`config.mk`:
```
export PLATFORM = sky130hd
export DESIGN_NAME = gpio_bank
export DESIGN_NICKNAME = d
export VERILOG_FILES = /design/src/rtl/gpio_bank_pkg.sv /design/src/rtl/gpio_out_regs.sv /design/src/rtl/gpio_in_sync.sv /design/src/rtl/gpio_rd_mux.sv /design/src/rtl/gpio_bank.sv
export SDC_FILE = /design/constraint.sdc
export NUM_CORES = 1
export LEC_CHECK = 0
export BUFFER_PORTS_ARGS = -buffer_cell sky130_fd_sc_hd__buf_4
export CORE_ASPECT_RATIO = 0.5
export CORE_UTILIZATION = 53
export DETAILED_ROUTE_END_ITERATION = 16
export PLACE_DENSITY_LB_ADDON = 0.1
export SLEW_MARGIN = 20
export SYNTH_ARGS = -nofsm -noshare
export SYNTH_HDL_FRONTEND = slang
export SYNTH_HIERARCHICAL = 1
export SYNTH_SLANG_ARGS = --single-unit
```
`constraint.sdc`:
```
create_clock -name clk -period 1.26 [get_ports clk]
set_input_delay 0.063 -clock clk [delete_from_list [all_inputs] [get_ports clk]]
set_output_delay 0.063 -clock clk [all_outputs]
set_load 0.005 [all_outputs]
```
`src/rtl/gpio_bank_pkg.sv`:
```
// Package: shared constants and the word-address encoding of the GPIO bank.
// Assumes a 3-bit word address; the word numbers are fixed by the register bus.
package gpio_bank_pkg;
    localparam int unsigned ADDR_W = 3;

    typedef enum logic [ADDR_W-1:0] {
        WORD_VALUE = 3'd0,
        WORD_SET   = 3'd1,
        WORD_CLR   = 3'd2,
        WORD_TGL   = 3'd3,
        WORD_IN    = 3'd4,
        WORD_DIR   = 3'd5
    } word_e;
endpackage

```
`src/rtl/gpio_out_regs.sv`:
```
// Module: output value and direction registers with per-bit set/clear/toggle.
// Assumes at most one write per cycle (wr_en qualifies word and data).
module gpio_out_regs
    import gpio_bank_pkg::*;
#(
    parameter int unsigned PINS = 32
) (
    input  logic            clk,
    input  logic            rst_n,
    input  logic            wr_en,
    input  word_e           word,
    input  logic [PINS-1:0] wdata,
    output logic [PINS-1:0] value_q,
    output logic [PINS-1:0] dir_q
);
    logic [PINS-1:0] value_d;

    // Per-bit next value: pick the operation the addressed word selects.
    for (genvar b = 0; b < PINS; b++) begin : g_bit
        always_comb begin
            value_d[b] = value_q[b];
            if (wr_en) begin
                unique case (word)
                    WORD_VALUE: value_d[b] = wdata[b];
                    WORD_SET:   value_d[b] = value_q[b] | wdata[b];
                    WORD_CLR:   value_d[b] = value_q[b] & ~wdata[b];
                    WORD_TGL:   value_d[b] = value_q[b] ^ wdata[b];
                    default:    value_d[b] = value_q[b];
                endcase
            end
        end
    end

    // Output value register, cleared by reset.
    always_ff @(posedge clk) begin
        if (!rst_n) value_q <= '0;
        else        value_q <= value_d;
    end

    // Direction register, loaded only by a direction-word write.
    always_ff @(posedge clk) begin
        if (!rst_n)                          dir_q <= '0;
        else if (wr_en && word == WORD_DIR)  dir_q <= wdata;
    end

    // reset leaves every pin an input with a zero value.
    a_r1_reset_clear: assert property (@(posedge clk)
        !rst_n |=> (value_q == '0 && dir_q == '0));
    // set mask forces ones and keeps other bits.
    a_r3_set_merge: assert property (@(posedge clk) disable iff (!rst_n)
        (wr_en && word == WORD_SET) |=>
        value_q == ($past(value_q) | $past(wdata)));
    // clear mask forces zeros and keeps other bits.
    a_r4_clear_merge: assert property (@(posedge clk) disable iff (!rst_n)
        (wr_en && word == WORD_CLR) |=>
        value_q == ($past(value_q) & ~$past(wdata)));
    // toggle mask inverts selected bits.
    a_r5_toggle_merge: assert property (@(posedge clk) disable iff (!rst_n)
        (wr_en && word == WORD_TGL) |=>
        value_q == ($past(value_q) ^ $past(wdata)));
    // direction word loads the direction register.
    a_r6_dir_load: assert property (@(posedge clk) disable iff (!rst_n)
        (wr_en && word == WORD_DIR) |=> dir_q == $past(wdata));
    // a write to the input word touches no register.
    a_r8_input_ro: assert property (@(posedge clk) disable iff (!rst_n)
        (wr_en && word == WORD_IN) |=> ($stable(value_q) && $stable(dir_q)));
endmodule

```
`src/rtl/gpio_in_sync.sv`:
```
// Module: multi-flop synchronizer for the asynchronous pin inputs.
// Assumes each pin is an independent level; no bus coherence across pins.
module gpio_in_sync #(
    parameter int unsigned PINS   = 32,
    parameter int unsigned STAGES = 2
) (
    input  logic            clk,
    input  logic            rst_n,
    input  logic [PINS-1:0] pin_in,
    output logic [PINS-1:0] pin_sync
);
    logic [PINS-1:0] stage_q [STAGES];

    // First flop captures the raw pins.
    always_ff @(posedge clk) begin
        if (!rst_n) stage_q[0] <= '0;
        else        stage_q[0] <= pin_in;
    end

    // Remaining flops form the settling chain.
    for (genvar s = 1; s < STAGES; s++) begin : g_stage
        always_ff @(posedge clk) begin
            if (!rst_n) stage_q[s] <= '0;
            else        stage_q[s] <= stage_q[s-1];
        end
    end

    assign pin_sync = stage_q[STAGES-1];

    // Cycles since reset, saturating at 2, so the 2-cycle check is valid.
    logic [1:0] warm_q;
    always_ff @(posedge clk) begin
        if (!rst_n)           warm_q <= '0;
        else if (warm_q != 2) warm_q <= warm_q + 2'd1;
    end

    // output follows the pin two edges later (default depth).
    a_r9_two_flop_delay: assert property (@(posedge clk) disable iff (!rst_n)
        (STAGES == 2 && warm_q == 2) |-> pin_sync == $past(pin_in, 2));
endmodule

```
`src/rtl/gpio_rd_mux.sv`:
```
// Module: registered read-data selector for the register bus.
// Assumes rd_en is asserted only for read accesses; returns zero otherwise.
module gpio_rd_mux
    import gpio_bank_pkg::*;
#(
    parameter int unsigned PINS = 32
) (
    input  logic            clk,
    input  logic            rst_n,
    input  logic            rd_en,
    input  word_e           word,
    input  logic [PINS-1:0] value_q,
    input  logic [PINS-1:0] dir_q,
    input  logic [PINS-1:0] pin_sync,
    output logic [PINS-1:0] rdata
);
    // Capture the addressed word, or zero when no read is requested.
    always_ff @(posedge clk) begin
        if (!rst_n) rdata <= '0;
        else if (rd_en) begin
            case (word)
                WORD_VALUE: rdata <= value_q;
                WORD_IN:    rdata <= pin_sync;
                WORD_DIR:   rdata <= dir_q;
                default:    rdata <= '0;
            endcase
        end else rdata <= '0;
    end

    // mask words and unmapped words read zero.
    a_r7_mask_reads_zero: assert property (@(posedge clk) disable iff (!rst_n)
        (rd_en && (word == WORD_SET || word == WORD_CLR || word == WORD_TGL))
        |=> rdata == '0);
    // no read request gives zero read data next cycle.
    a_r10_idle_zero: assert property (@(posedge clk) disable iff (!rst_n)
        !rd_en |=> rdata == '0);
endmodule

```
`src/rtl/gpio_bank.sv`:
```
// Module: 32-pin GPIO data register bank (top level).
// Decodes one bus access per cycle into the output/direction registers and the
// read mux; drives pins and exposes the synchronized inputs.
module gpio_bank
    import gpio_bank_pkg::*;
#(
    parameter int unsigned PINS        = 32,
    parameter int unsigned SYNC_STAGES = 2
) (
    input  logic              clk,
    input  logic              rst_n,
    input  logic              bus_sel,
    input  logic              bus_we,
    input  logic [ADDR_W-1:0] bus_addr,
    input  logic [PINS-1:0]   bus_wdata,
    output logic [PINS-1:0]   bus_rdata,
    input  logic [PINS-1:0]   pin_in,
    output logic [PINS-1:0]   pin_out,
    output logic [PINS-1:0]   pin_oe,
    output logic [PINS-1:0]   pin_in_sync
);
    logic  wr_en;
    logic  rd_en;
    word_e word;
    logic [PINS-1:0] value_q;
    logic [PINS-1:0] dir_q;

    // Split the single access into write and read strobes.
    always_comb begin
        wr_en = bus_sel & bus_we;
        rd_en = bus_sel & ~bus_we;
        word  = word_e'(bus_addr);
    end

    gpio_out_regs #(.PINS(PINS)) u_out (
        .clk(clk), .rst_n(rst_n), .wr_en(wr_en), .word(word),
        .wdata(bus_wdata), .value_q(value_q), .dir_q(dir_q)
    );

    gpio_in_sync #(.PINS(PINS), .STAGES(SYNC_STAGES)) u_sync (
        .clk(clk), .rst_n(rst_n), .pin_in(pin_in), .pin_sync(pin_in_sync)
    );

    gpio_rd_mux #(.PINS(PINS)) u_rd (
        .clk(clk), .rst_n(rst_n), .rd_en(rd_en), .word(word),
        .value_q(value_q), .dir_q(dir_q), .pin_sync(pin_in_sync),
        .rdata(bus_rdata)
    );

    assign pin_out = value_q;
    assign pin_oe  = dir_q;

    // a whole-word write shows on the pins at the next edge.
    a_r2_value_load: assert property (@(posedge clk) disable iff (!rst_n)
        (wr_en && word == WORD_VALUE) |=> pin_out == $past(bus_wdata));
endmodule

```
==> impl_results.md <==
- Vias: 6238
- Die Ht: 86.9 um
- Slowest cell delay on critical path: 0.53 ns
- Synth warn: 6
- Number of nets still failing antenna checks after routing: 0
- Hold Crit Start: bus_addr[1]
- Critical path endpoint category: flop
- Setup violations, final: 0
- Crit path max fanout: 3
- Final core occ: 0.793
- Pin count of the biggest net entering global routing: 36
- H-tree lvl count: 4
- Clock skew: 0.0102 ns
- Mean number of vias per cell: 5.19
- Most frequent cells in the layout: buf_4 (246), dfxtp_1 (145), nand2_1 (96)
- Ratio of total power to cell area: 1080 mW/mm2
- Grt ovf: 0
- Tcrit/Tclk final: 0.967
- HP Class: primary input to flop
- Place WS: 0.00609 ns
- Slew headroom: 0.818
- Synth Instances: 703
- CP startpoint: bus_wdata[21]
- Status: complete, no violations
- CP Data Arrival Time: 1.52 ns
- Share of layout cells above drive strength 1: 0.445
- Final std cells w/o fill: 1203
- Die Footprint: 0.0149 mm2
- Latest clock arrival within the worst-skew pair: 0.42 ns
- I/O Pins: 199
- DR pass1 iterations: 5
- P&R area growth vs syn: 43.3%
- Post-synth cell types: 28
- Critical path cell sequence: dlygate4sd3_1, buf_4, inv_1, ha_1, mux2i_1, nand2_1, a22o_1
- Fmax: 821 MHz
- DR WL/cell: 16.8 um
- Core area: 0.0138 mm2
- Hold EP: u_out/value_q[15]
- Total GRT Usage: 0.271
- Clock buffer depth: 2
- Clock sink total: 160
- Final worst slack: 0.0422 ns
- Number of CTS-inserted buffers: 17
- First-pass GRT wire length: 31300 um
- Synth Register Bits: 160
- Worst r2r dst: u_out/value_q[4]
- Worst setup SP type: primary input
- Peak supply drop: 0.000881 V
- Starting Density: 0.553
- Worst EP required: 1.56 ns
- Tmin final: 1.22 ns
- Reg2reg start: u_out/value_q[4]
- Most common cell after layout, fill and taps aside: buf_4
- Lkg Pwr: 0.00516 uW
- Setup TNS: 0 ns
- I/O Buffers: 198
- Unrepaired setup endpoints after global routing: false
- Final hold vios: 0
- Sequential area share after synthesis: 0.419
- Diodes inserted: 0
- Horiz. Die Dim: 172 um
- DP HPWL: 13500 um
- Total power draw: 11800 uW
- Initial antenna violation count: 0
- Total wire length: 20200 um
- Type of the worst setup path: primary input to flop
- Vias in the first global route: 6326
- Reg2reg path depth: 5
- Nets@finish: 1133
- Worst Hold Path Cells: 3
- CTS clk-pin slew, worst paths: 0.06 ns
- Syn nets: 838
- Drc violations: 0
- Worst-Margin Slew: 0.273 ns
- Synth Area per Inst: 10.9 um2
- Mapped Area: 0.00764 mm2
- Clk root buf: clkbuf_16
- Max-slew violations: 0
- Max cap viols: 0
- Flop-to-flop setup slack: 0.05 ns
- CTS tree: done
- Cell count after placement: 1103
- RePlAce Congestion: 0.767
- Slowest CP cell: dlygate4sd3_1
- Row count: 30
- Iter 0 DRT Violations: 307
## repair_timing
item / 4_1_cts / 5_1_grt
hold buffers: 67 / 0
buffers inserted: 0 / 1
hold endpoints to repair: 66 / 0
pin swaps: 0 / 4
setup endpoints to repair: 2 / 19
resized for setup: 2 / 29
## state kept, by name, indices dropped and copies added, names as in the netlist
| register | cells |
|---|---|
| u_sync/stage_q | 64 |
| u_out/dir_q | 32 |
| u_out/value_q | 32 |
| u_rd/rdata | 32 |
## cells by family after synthesis
group / share of synthesized area
muxes: 0.104
buffers and inverters: 0.0771
adders and majority gates: 0.105
and+or+nand+nor: 0.120
AOI/OAI and AO/OA: 0.175
DFF: 0.419
## worst max-delay path: cells and delay by family
kind / cells / cell delay (ns)
compound gates: 1 / 0.21
buf+inv: 3 / 0.79
fa+ha+maj: 1 / 0.25
simple gates: 1 / 0.07
mux: 1 / 0.13
## report_power, final
group,internal [uW],switching (uW)
combinational,846,700
sequential,5200,73.2
clock,2810,2180
## how the worst max path moves through the flow
| stage | to | slack [ns] | depth (start not counted) |
|---|---|---|---|
| floorplan | u_out/value_q[28] | 0.07 | 5 |
| global placement | u_rd/rdata[3] | 0.09 | 4 |
| detailed placement | u_out/value_q[3] | 0.006 | 5 |
| CTS | u_out/value_q[3] | 0.002 | 5 |
| global route | u_out/value_q[28] | 0.003 | 7 |
| finish | u_out/value_q[21] | 0.04 | 7 |
## area by class of cell
type	instances	area, um2
Clock buffer	20	447
Clock inverter	12	123
Fill cell	900	2860
Inverter	65	244
Multi-Input combinational cell	427	3880
Sequential cell	160	3230
Tap cell	192	240
Timing Repair Buffer	327	2790
## stage by stage
stage	cell area (um2)	hold WS, ns
4_1_cts	10900	0.0355
3_5_place_dp	9660	0.287
2_1_floorplan	7640	0.198
5_1_grt	11000	0.0566
3_3_place_gp	9660	0.284
6_report	11000	0.0489
## routing by layer
metal,GRT usage,vias to the layer above,part of all wire
li1,-,3012,-
met1,0.336,3000,0.44
met2,0.471,198,0.48
met3,0.0582,28,0.063
met4,0.0925,0,0.011
met5,0,-,0
## cells in the mapped netlist, drive strengths merged
library cell	n	area (um2)
a21boi	33	248
a221oi	32	468
a22o	32	280
a32o	32	320
and2	65	488
and2b	1	8.76
and3b	1	8.76
and4b	2	20.0
buf	37	285
clkbuf	14	60.1
dfxtp	160	3200
ha	64	801
inv	65	244
mux2	32	473
mux2i	32	320
nand2	96	360
nand3b	1	7.51
nand4b	1	8.76
nor2	1	3.75
nor2b	1	13.8
o21bai	1	18.8
Note: power is estimated with default switching activity, not from simulation.
